[config.mk]
export PLATFORM = sky130hd
export DESIGN_NAME = cfg_stream_loader
export DESIGN_NICKNAME = d
export VERILOG_FILES = /design/src/rtl/cfg_stream_loader.sv
export SDC_FILE = /design/constraint.sdc
export NUM_CORES = 1
export LEC_CHECK = 0
export BUFFER_PORTS_ARGS = -buffer_cell sky130_fd_sc_hd__buf_2
export CORE_MARGIN = 3
export CORE_UTILIZATION = 63
export CTS_BUF_LIST = sky130_fd_sc_hd__clkbuf_8
export CTS_CLUSTER_SIZE = 8
export DETAILED_ROUTE_END_ITERATION = 7
export HOLD_SLACK_MARGIN = 0.12
export PLACE_DENSITY = 0.83
export SYNTH_ARGS = -nofsm -noshare
export SYNTH_HDL_FRONTEND = slang
export SYNTH_SLANG_ARGS = --single-unit
[constraint.sdc]
create_clock -name clk -period 8.25 [get_ports clk]
set_clock_uncertainty 0.2 [all_clocks]
set_input_delay 0.4125 -clock clk [delete_from_list [all_inputs] [get_ports clk]]
set_output_delay 0.4125 -clock clk [all_outputs]
set_load 0.01 [all_outputs]
[src/rtl/cfg_stream_loader.sv]
module cfg_stream_loader #(
  parameter logic [15:0] ID_WORD     = 16'h7725,
  parameter int          NUM_BLOCKS  = 12,
  parameter int          BLOCK_WORDS = 42,
  parameter logic [15:0] CRC_POLY    = 16'h1021,
  parameter logic [15:0] CRC_INIT    = 16'hFFFF,
  parameter int          DEPTH       = NUM_BLOCKS * BLOCK_WORDS,
  parameter int          AW          = $clog2(DEPTH)
) (
  input  logic          clk,
  input  logic          rst_n,
  input  logic          boot_rom_i,
  input  logic          load_req_i,
  input  logic          cfg_valid_i,
  input  logic [15:0]   cfg_word_i,
  output logic          mem_we_o,
  output logic [AW-1:0] mem_addr_o,
  output logic [15:0]   mem_data_o,
  output logic          busy_o,
  output logic          done_o,
  output logic          error_o
);
  localparam int BW = (NUM_BLOCKS > 1) ? $clog2(NUM_BLOCKS) : 1;
  localparam int IW = $clog2(BLOCK_WORDS + 1);

  logic          busy, from_rom, want_id, done, err;
  logic [BW-1:0] blk;
  logic [IW-1:0] idx;
  logic [AW:0]   addr;
  logic [15:0]   crc;

  function automatic logic [15:0] crc_step(input logic [15:0] c, input logic [15:0] d);
    logic [15:0] r;
    r = c;
    for (int i = 15; i >= 0; i--) begin
      if (r[15] ^ d[i]) r = {r[14:0], 1'b0} ^ CRC_POLY;
      else              r = {r[14:0], 1'b0};
    end
    return r;
  endfunction

  function automatic logic [15:0] rom_data(input logic [AW:0] a);
    logic [31:0] p;
    p = 32'(a) * 32'h0000_9E37;
    return p[15:0] ^ 16'h5A5A;
  endfunction

  wire         take     = busy && (from_rom || cfg_valid_i);
  wire         in_data  = !want_id && (idx < IW'(BLOCK_WORDS));
  wire         last_blk = (blk == BW'(NUM_BLOCKS - 1));
  wire  [15:0] word     = !from_rom ? cfg_word_i :
                          want_id   ? ID_WORD :
                          in_data   ? rom_data(addr) : crc;

  always_ff @(posedge clk) begin
    if (!rst_n) begin
      busy       <= boot_rom_i;
      from_rom   <= boot_rom_i;
      want_id    <= 1'b1;
      blk        <= '0;
      idx        <= '0;
      addr       <= '0;
      crc        <= CRC_INIT;
      done       <= 1'b0;
      err        <= 1'b0;
      mem_we_o   <= 1'b0;
      mem_addr_o <= '0;
      mem_data_o <= '0;
    end else begin
      mem_we_o <= 1'b0;
      if (!busy && load_req_i) begin
        busy     <= 1'b1;
        from_rom <= 1'b0;
        want_id  <= 1'b1;
        blk      <= '0;
        idx      <= '0;
        addr     <= '0;
        crc      <= CRC_INIT;
        done     <= 1'b0;
        err      <= 1'b0;
      end else if (take) begin
        if (want_id) begin
          if (word != ID_WORD) begin
            err  <= 1'b1;
            busy <= 1'b0;
          end else begin
            want_id <= 1'b0;
          end
        end else if (in_data) begin
          mem_we_o   <= 1'b1;
          mem_addr_o <= addr[AW-1:0];
          mem_data_o <= word;
          addr       <= addr + 1'b1;
          idx        <= idx + 1'b1;
          crc        <= crc_step(crc, word);
        end else if (word != crc) begin
          err  <= 1'b1;
          busy <= 1'b0;
        end else begin
          idx <= '0;
          crc <= CRC_INIT;
          if (last_blk) begin
            done <= 1'b1;
            busy <= 1'b0;
          end else begin
            blk <= blk + 1'b1;
          end
        end
      end
    end
  end

  assign busy_o  = busy;
  assign done_o  = done;
  assign error_o = err;

  AST_DONE_ERR_EXCL: assert property (@(posedge clk) disable iff (!rst_n) !(done_o && error_o));
  AST_DONE_STICKY: assert property (@(posedge clk) disable iff (!rst_n) done_o && !load_req_i |=> done_o);
  AST_ERR_STICKY: assert property (@(posedge clk) disable iff (!rst_n) error_o && !load_req_i |=> error_o);
  AST_ERR_HALTS: assert property (@(posedge clk) disable iff (!rst_n) error_o |-> !busy_o);
  AST_WRITE_NEEDS_BUSY: assert property (@(posedge clk) disable iff (!rst_n) mem_we_o |-> $past(busy_o));
  AST_ADDR_RANGE: assert property (@(posedge clk) disable iff (!rst_n) mem_we_o |-> (int'(mem_addr_o) < DEPTH));
  AST_ADDR_STEP: assert property (@(posedge clk) disable iff (!rst_n)
    mem_we_o && $past(mem_we_o) |-> mem_addr_o == AW'($past(mem_addr_o) + 1'b1));
  AST_STALL_NO_WRITE: assert property (@(posedge clk) disable iff (!rst_n)
    busy_o && !from_rom && !cfg_valid_i && !load_req_i |=> !mem_we_o);
endmodule

; Word-level counts from Yosys, hierarchy flattened
; Cells that the tools add are included.
; Widths: inputs -> output; s select.
[word_totals]
input_bits = 21
regBits = 67
wordCells = 199
[classes]
magnitude_cmp = 1
n_mul = 1
n_bitwise = 40
reduce_logical = 16
n_addsub = 3
eq_ne = 11
muxes = 115
[ops]
columns = operator, count
row1 = $mux 16, 80
row2 = $mux 13, 16
row3 = $not 3->3, 16
row4 = $mux 1, 17
row5 = $mul 10x16->16 const B, 1
row6 = $ne 16x15->1 const B, 1
row7 = $ne 16x16->1, 1
row8 = $xor 1x1->1, 16
row9 = $mux 6, 2
row10 = $reduce_and 4->1, 3
row11 = $add 10x1->10 const B, 1
row12 = $reduce_and 5->1, 2
row13 = $not 8->8, 1
row14 = $not 1->1, 7
row15 = $add 6x1->6 const B, 1
row16 = $lt 6x6->1 const B, 1
row17 = $reduce_and 3->1, 2
row18 = $ne 5x1->1 const B, 1
row19 = $add 4x1->4 const B, 1
row20 = $eq 4x4->1 const B, 1
row21 = $ne 2x1->1 const B, 2
row22 = $ne 2x2->1 const B, 2
row23 = $ne 4x2->1 const B, 1
row24 = $ne 4x3->1 const B, 1
row25 = other kinds (7), 10

; Depth between registers and ports, before layout
; Gate-level depths: netlist of the first run.
[logic_depth]
ltp_word = 113
mapped_depth = 24
ltp_nobuf = 22

; Worst setup path after synthesis of the first run
; Ideal clock, no wire load.
[synth_timing]
path_type = reg2reg
startpoint = reg addr[7]
endpoint = reg crc[11]
stages_incl_launch_ff = 21
n_path_buf = 2
slack_ps = 2244
t_arrival_ps = 5673
cell_sequence = dfxtp_1 -> fa_1 -> inv_1 -> fa_1 -> inv_1 -> fa_1 -> fa_1 -> fa_1 -> ha_1 -> buf_4 -> o211ai_1 -> and2_1 -> or3_1 -> and2_4 -> a211oi_4 -> and3_1 -> nand4b_2 -> o41a_1 -> buf_2 -> nor4_1 -> o21ai_1
[synth_between]
elab_chain_cells = 96
word_cells_on_any_way = 104
cone_classes = mul (1) / eq/ne (2) / mux (93) / bitwise (7) / reduce/logical (1)
[synth_rtl]
columns = item, line_no
row1 = from (decl), 29  ; logic [AW:0] addr;
row2 = from (signal assigned), 93  ; addr <= addr + 1'b1;
row3 = $mul 10x16->16 (*), 44  ; p = 32'(a) * 32'h0000_9E37;
row4 = $mux 16 (*), 53  ; in_data ? rom_data(addr) : crc;
row5 = $mux 16 (*), 52  ; want_id ? ID_WORD :
row6 = $mux 16 (*), 51  ; wire [15:0] word = !from_rom ? cfg_word_i :
row7 = $xor 1x1->1, 36  ; if (r[15] ^ d[i]) r = {r[14:0], 1'b0} ^ CRC_POLY;
row8 = $mux 13, 36
row9 = $mux 16, 89  ; end else if (in_data) begin
row10 = $mux 16, 82  ; if (want_id) begin
row11 = [... 80 more ...], --
row12 = $mux 13, 36
row13 = $mux 16, 89
row14 = $mux 16, 82
row15 = $mux 16, 81  ; end else if (take) begin
row16 = $mux 16, 71  ; if (!busy && load_req_i) begin
row17 = $mux 16, 56  ; if (!rst_n) begin
row18 = $mux 13, 36
row19 = $mux 16, 89
row20 = to (signal assigned), 95  ; crc <= crc_step(crc, word);
row21 = to (decl), 30  ; logic [15:0] crc;
; Every way passes the cells marked *; elsewhere a longest branch is shown, timed or not. The select of a mux whose other input is x is not followed.
; A chain may end at the register's enable or synchronous reset.

; Worst setup path in the final report of the first run
[layout_timing]
startpoint = reg addr[7]
endpoint = reg idx[3]
[layout_between]
elab_chain_cells = 8
[layout_rtl]
columns = item, line_no
row1 = $mul 10x16->16 (*), 44
row2 = $not 8->8 (no source line), --
row3 = $mux 16 (*), 53
row4 = $mux 16 (*), 52
row5 = $mux 16 (*), 51
row6 = $ne 16x16->1 (*), 96  ; end else if (word != crc) begin
row7 = $ne 2x2->1 (no source line) (*), --
row8 = $reduce_and 3->1 (no source line) (*), --
row9 = to (signal assigned), 94  ; idx <= idx + 1'b1;
row10 = to (decl), 28  ; logic [IW-1:0] idx;
; Every way passes the cells marked *; elsewhere a longest branch is shown, timed or not.

==> impl_metrics.csv, run 1 <==
group,metric,value,unit
outcome,status,"completed",
sta,setup_violations,0,
routing,firstDrtPassIters,7,
sta,relSlewSlack,31.43,%
cells_and_area,final_util,72.23,%
sta,rsz0062_at_grt,"false",
job,cap_viol_max_count,0,
cells_and_area,seqCellArea,1361,µm²
die,die_h,103.5,µm
worst_setup_path,path_cells,"fa_1 > inv_1 > fa_1 > inv_1 > fa_1 > fa_1 > fa_1 > ha_1 > o211ai_1 > and2_1 > or3_1 > and2_4 > a211oi_4 > and3_1 > nand4b_2 > o41a_1 > or3_1 > a21oi_1",
logic_synthesis,synthTopCellsByArea,"dfxtp_1 22%, fa_1 11%, ha_1 10%, nand2_1 5.6%, xnor2_1 5.6%",
global_route,grt_pass1_vias,5590,
placed_design,numPortBuffers,49,
cells_and_area,num-fill-cells,713,
cts,cts-hold-fix-buffers,0,
worst_setup_path,slowest_stage,"o41a_1",
sta,min_period,6.849,ns
routing,via_count,5468,
routing,drt_iter0_drc,421,
die,start_util,66.77,%
cells_and_area,instances_no_fill,881,
sta,finalHoldViolations,0,
cells_and_area,drive_above_1_share,11.26,%
logic_synthesis,synthArstFlopShare,0,%
cts,clockBufferDepth,2,
cells_and_area,stdcell_area,6484,µm²
logic_synthesis,synth-seq-area-share,22.71,%
placed_design,placed_cell_area,6267,µm²
cells_and_area,nets,852,
die,coreArea,8976,µm²
logic_synthesis,synth_warnings,0,
sta,drv_slew,0,
cts,clock_sinks,67,
worst_setup_path,end_kind,"flip-flop",
placed_design,dp_hpwl,12.76,mm
logic_synthesis,syn_area,5993,µm²
sta,fmax,146.0,MHz
power,power_density,118.4,nW/µm²
power,ir_worst_vdd,0.0001215,V
logic_synthesis,synthesis.instances,721,
routing,drt-total-wl,16.37,mm
logic_synthesis,synth_cell_types,73,
logic_synthesis,synth_common_cells,"90 x nand2_1, 72 x inv_1, 65 x dfxtp_1",
worst_setup_path,required,8.33,ns
cells_and_area,syn2layout_area_growth,8.184,%
cts,clk_pin_slew,0.09,ns
routing,route.detailed.drc,0,
die,die_area,10720,µm²
global_route,grt_max_degree,34,
power,leakage,3.044,nW
logic_synthesis,synth_nets,823,
worst_setup_path,start_kind,"flip-flop",
logic_synthesis,synth_largest_area_cell,"dfxtp_1",
worst_setup_path,path_class,"flip-flop to flip-flop",
placed_design,gp_congestion,1.049,
worst_setup_path,cpPeakStageDelay,0.72,ns
global_route,grt_antenna_before_repair,0,
cts,htreeDepth,3,
worst_setup_path,cp_common_cell,"fa_1",
die,rows,34,
cts,root_buffer,"clkbuf_8",
global_route,grt_pass1_wl,26.97,mm
cts,cts_tree,"yes",
routing,viasPerCell,6.207,
logic_synthesis,yosysMostFrequentCell,"nand2_1",
cells_and_area,diodes,0,
logic_synthesis,synth_edf_count,2,
die,ios,50,
cells_and_area,multiInputGateArea,4199,µm²
sta,period_share,83.02,%
cts,insertion_delay,0.36,ns
logic_synthesis,synth_top_area_share,21.71,%
logic_synthesis,syn_avg_cell_area,8.312,µm²
sta,tns,0,ns
hold_path,hold_path.class,"input pin to flip-flop",
cts,cts_resized,0,
cts,postCtsSetupBuffers,0,
logic_synthesis,synth_ff_type,"dfxtp_1",
global_route,grt-ovfl-total,0,
routing,ant_nets,0,
global_route,grtUsageTotal,30.74,%
placed_design,dpl.cell_count,865,
routing,wl_per_cell,18.59,µm
logic_synthesis,synth.ff_latch_count,67,
sta,tightest_slew,1.026,ns
worst_setup_path,crit_arrival,6.93,ns
die,die_w,103.5,µm
worst_setup_path,crit_path_max_fanout,22,
cts,cts-buffers-inserted,9,
per-stage QoR:
| stage | power [W] | worst slack (ns) | hold WS, ns |
|---|---|---|---|
| after floorplan | 0.0004320 | 2.244 | 0.2586 |
| after global placement | 0.0004586 | 1.672 | 0.2368 |
| after detailed placement | 0.0004600 | 1.471 | 0.2569 |
| after CTS | 0.0007639 | 1.427 | 0.1614 |
| after global routing | 0.0007866 | 1.080 | 0.1803 |
| final | 0.0007678 | 1.401 | 0.1649 |
final timing paths:
kind | slack (ns) | start | cells after the start | end
min | 0.16 | boot_rom_i | 2 | from_rom$_SDFFCE_PP0P_
max reg2reg | 1.40 | addr[7]$_SDFFE_PP0P_ | 18 | idx[3]$_SDFFE_PP0P_
min reg2reg | 0.27 | mem_addr_o[0]$_SDFFE_PN0P_ | 2 | mem_addr_o[0]$_SDFFE_PN0P_
max | 1.40 | addr[7]$_SDFFE_PP0P_ | 18 | idx[3]$_SDFFE_PP0P_
where the power goes:
group | total [W] | switching, W | leakage [nW] | internal, W
Combinational | 0.000128 | 0.0000725 | 2.39 | 0.0000553
Sequential | 0.000330 | 0.00000360 | 0.545 | 0.000327
Clock | 0.000310 | 0.000140 | 0.107 | 0.000170
Total | 0.000768 | 0.000216 | 3.04 | 0.000551
critical path, delay by kind of cell, from the launching register on:
kind                     cells  cell delay, ns
adder cells (fa/ha/maj)      6            3.09
AND/OR/NAND/NOR              6            1.63
buffers and inverters        2            0.13
AO/OA/AOI/OAI                4            1.31
flip-flops                   1            0.41
area by class of cell:
class	count	area share (%)
sequential	67	21.00
inverter	73	4.226
tap	126	2.431
multi-input combinational	546	64.76
clock inverter	7	1.428
clock buffer	9	1.910
timing repair buffer	53	4.245
metal layers:
metal | track usage, % | part of all wire (%)
met1 | 36.93 | 39
met2 | 51.45 | 49
met3 | 4.975 | 6.1
met4 | 19.28 | 5.9
met5 | 0 | 0
cells by family (layout without fill, tap and decap cells):
logic type,Yosys count,in the layout,share of synthesized area [%]
AO/OA/AOI/OAI,173,173,19.62
flip-flops,67,67,22.71
buffers and inverters,108,142,7.265
multiplexers,5,5,0.8560
adder cells (fa/ha/maj),81,81,21.04
XOR/XNOR,57,57,10.00
AND/OR/NAND/NOR,230,230,18.50
state kept, by name (all words and copies together) (netlist names):
signal	flops
crc	16
mem_data_o	16
addr	10
mem_addr_o	9
idx	6
blk	4
busy_o	1
done_o	1
error_o	1
from_rom	1
mem_we_o	1
want_id	1
layout by cell type (no fill, tap or decap), types with 6 or more instances in the layout:
master | synthesis | final
xnor2_1 | 38 | 38
o21a_1 | 6 | 6
nand4_1 | 7 | 7
clkbuf_8 | 0 | 9
and3_1 | 9 | 9
a211oi_1 | 7 | 7
inv_1 | 72 | 73
buf_2 | 12 | 49
o211ai_1 | 13 | 13
a21boi_0 | 20 | 20
nor3_1 | 15 | 15
a21oi_1 | 45 | 45
ha_1 | 48 | 48
fa_1 | 33 | 33
xor2_1 | 11 | 11
dfxtp_1 | 65 | 65
o21ai_0 | 24 | 24
o22ai_1 | 7 | 7
o21ai_1 | 7 | 7
nand3_1 | 18 | 18
nor2_1 | 45 | 44
nand2_1 | 90 | 90
a31oi_1 | 6 | 6
or3_1 | 7 | 7
Note: power is estimated with default switching activity, not from simulation.
==> inputs of run 2 (changes only) <==
- ABC_AREA: not set -> 1
- clock period: 8.25 -> 6.5 ns (I/O delays scaled with it)
==> impl_metrics.csv, run 2 <==
group,metric,value,unit
cts,insertion_delay,0.35,ns
routing,wl_per_cell,15.84,µm
cts,postCtsSetupBuffers,0,
cts,clockBufferDepth,2,
worst_setup_path,start_kind,"flip-flop",
global_route,grt-ovfl-total,0,
worst_setup_path,required,6.51,ns
sta,setup_violations,0,
sta,finalHoldViolations,0,
logic_synthesis,syn_area,6267,µm²
global_route,grtUsageTotal,31.89,%
cells_and_area,diodes,0,
placed_design,place_ws,0.5765,ns
sta,fin_ws,0.4553,ns
cells_and_area,final_common_cell,"nand2_1",
worst_setup_path,timing.rr.start,"addr[3]$_SDFFE_PP0P_",
worst_setup_path,worstSetupEndpoint,"crc[11]$_SDFFE_PP1P_",
global_route,grt_pass1_vias,5685,
cells_and_area,syn2layout_area_growth,8.445,%
logic_synthesis,synth_cell_types,46,
sta,drv_slew,0,
routing,firstDrtPassIters,5,
outcome,status,"completed",
global_route,grt_max_degree,50,
logic_synthesis,synth_largest_area_cell,"dfxtp_1",
die,die_area,11180,µm²
cts,cts-buffers-inserted,9,
sta,tightest_slew,0.9554,ns
worst_setup_path,r2r.worst_path.cells,25,
hold_path,worstHoldStart,"cfg_word_i[0]",
cells_and_area,drive_above_1_share,14.75,%
logic_synthesis,synth_nets,1011,
cts,htreeDepth,3,
cts,root_buffer,"clkbuf_8",
worst_setup_path,cp_common_cell,"nand2_1",
die,rows,35,
worst_setup_path,end_kind,"flip-flop",
logic_synthesis,syn_avg_cell_area,6.895,µm²
logic_synthesis,synth_common_cells,"207 x nand2_1, 157 x inv_1, 92 x nand3_1",
power,leakage,3.709,nW
logic_synthesis,synth.ff_latch_count,67,
cts,cts_tree,"yes",
cells_and_area,num-fill-cells,808,
power,total_power,0.0009714,W
logic_synthesis,yosysMostFrequentCell,"nand2_1",
sta,min_period,6.045,ns
logic_synthesis,synthTopCellsByArea,"dfxtp_1 21%, nand2_1 12%, fa_1 11%, ha_1 9.6%, inv_1 9.4%",
sta,relSlewSlack,36.07,%
placed_design,gp_congestion,0.9678,
worst_setup_path,r2r-end,"crc[11]$_SDFFE_PP1P_",
die,die_h,105.7,µm
job,cap_viol_max_count,0,
logic_synthesis,synth_edf_count,2,
power,power_density,142.9,nW/µm²
sta,fmax,165.4,MHz
worst_setup_path,crit_path_max_fanout,22,
logic_synthesis,synthArstFlopShare,0,%
logic_synthesis,synth_ff_type,"dfxtp_1",
worst_setup_path,reg2reg_setup_slack,0.46,ns
cells_and_area,nets,1053,
global_route,grt_pass1_wl,28.30,mm
cells_and_area,instances_no_fill,1085,
logic_synthesis,synth_warnings,0,
routing,viasPerCell,5.465,
sta,rsz0062_at_grt,"false",
worst_setup_path,slowest_stage,"dfxtp_1",
cells_and_area,top_regs,"crc (16), mem_data_o (16), addr (10)",
routing,drt-total-wl,17.19,mm
logic_synthesis,synth-seq-area-share,21.72,%
worst_setup_path,crit_arrival,6.05,ns
die,start_util,66.26,%
placed_design,dp_hpwl,13.56,mm
logic_synthesis,synth_top_area_share,20.76,%
cts,clock_sinks,67,
global_route,grt_antenna_before_repair,0,
routing,route.detailed.drc,0,
sta,period_share,93.00,%
placed_design,numPortBuffers,49,
worst_setup_path,cpPeakStageDelay,0.61,ns
routing,drt_iter0_drc,540,
routing,via_count,5929,
die,coreArea,9459,µm²
sta,holdWs,0.1846,ns
cells_and_area,final_cell_mix,"207 x nand2_1, 158 x inv_1, 92 x nand3_1",
hold_path,hold_path.class,"input pin to flip-flop",
die,ios,50,
placed_design,dpl.cell_count,1068,
worst_setup_path,crit_start,"addr[3]$_SDFFE_PP0P_",
die,die_w,105.7,µm
worst_setup_path,path_class,"flip-flop to flip-flop",
logic_synthesis,synthesis.instances,909,
sta,tns,0,ns
cts,clk_pin_slew,0.08,ns
routing,ant_nets,0,
power,ir_worst_vdd,0.0001434,V
run 2: power by group:
| group | switching [W] | leakage (nW) | total [W] | internal [W] |
|---|---|---|---|---|
| combinational | 0.000100 | 3.05 | 0.000146 | 0.0000459 |
| sequential | 0.00000463 | 0.545 | 0.000419 | 0.000415 |
| clock | 0.000171 | 0.117 | 0.000406 | 0.000235 |
run 2: repair_timing:
| action | CTS | global route |
|---|---|---|
| gates resized for setup | 0 | 0 |
| hold buffers | 1 | 0 |
| hold endpoints to repair | 1 | 0 |
run 2: critical path: cells and delay by family (launching register included):
kind	cells	cell delay (ns)
adders and majority gates	6	2.75
and+or+nand+nor	14	1.87
DFF	1	0.61
buffers and inverters	4	0.34
AOI/OAI and AO/OA	1	0.13
run 2: stage by stage:
stage / util, % / instance area (µm²)
floorplan: - / 6267
global placement: 69.34 / 6559
detailed placement: 69.34 / 6559
CTS: 71.85 / 6797
global route: 71.85 / 6797
finish: 71.85 / 6797
run 2: area by class of cell:
class                   count  area (µm²)  share of cell area [%]
inverters                 170       643.1                   9.462
repair buffers             52       270.3                   3.976
clock buffers              11       151.4                   2.228
flip-flops and latches     67        1361                   20.03
clock inverters             5       76.32                   1.123
multi-input cells         651        4133                   60.81
well taps                 129       161.4                   2.375
run 2: routing by layer:
| layer | track usage, % | wire [µm] | share of wire (%) |
|---|---|---|---|
| met1 | 46.41 | 7785 | 45 |
| met2 | 46.45 | 6998 | 41 |
| met3 | 8.879 | 2102 | 12 |
| met4 | 8.418 | 302 | 1.8 |
| met5 | 0 | 0 | 0 |
run 2: how the worst min path moves through the flow:
stage	to	depth (start not counted)
2_1_floorplan	crc[5]$_SDFFE_PP1P_	2
3_3_place_gp	done_o$_SDFFE_PP0P_	2
3_5_place_dp	error_o$_SDFFE_PP0P_	2
4_1_cts	mem_data_o[11]$_SDFFE_PN0P_	3
5_1_grt	mem_data_o[11]$_SDFFE_PN0P_	3
6_report	mem_data_o[0]$_SDFFE_PN0P_	5
run 2: logic make-up (layout without fill, tap and decap cells):
family,Yosys count,count (layout),share of synthesized area [%]
AOI/OAI and AO/OA,115,115,10.92
xor gates and xnor gates,23,23,3.214
adders and majority gates,81,81,20.12
buffers and inverters,191,238,12.38
DFF,67,67,21.72
and+or+nand+nor,432,432,31.64
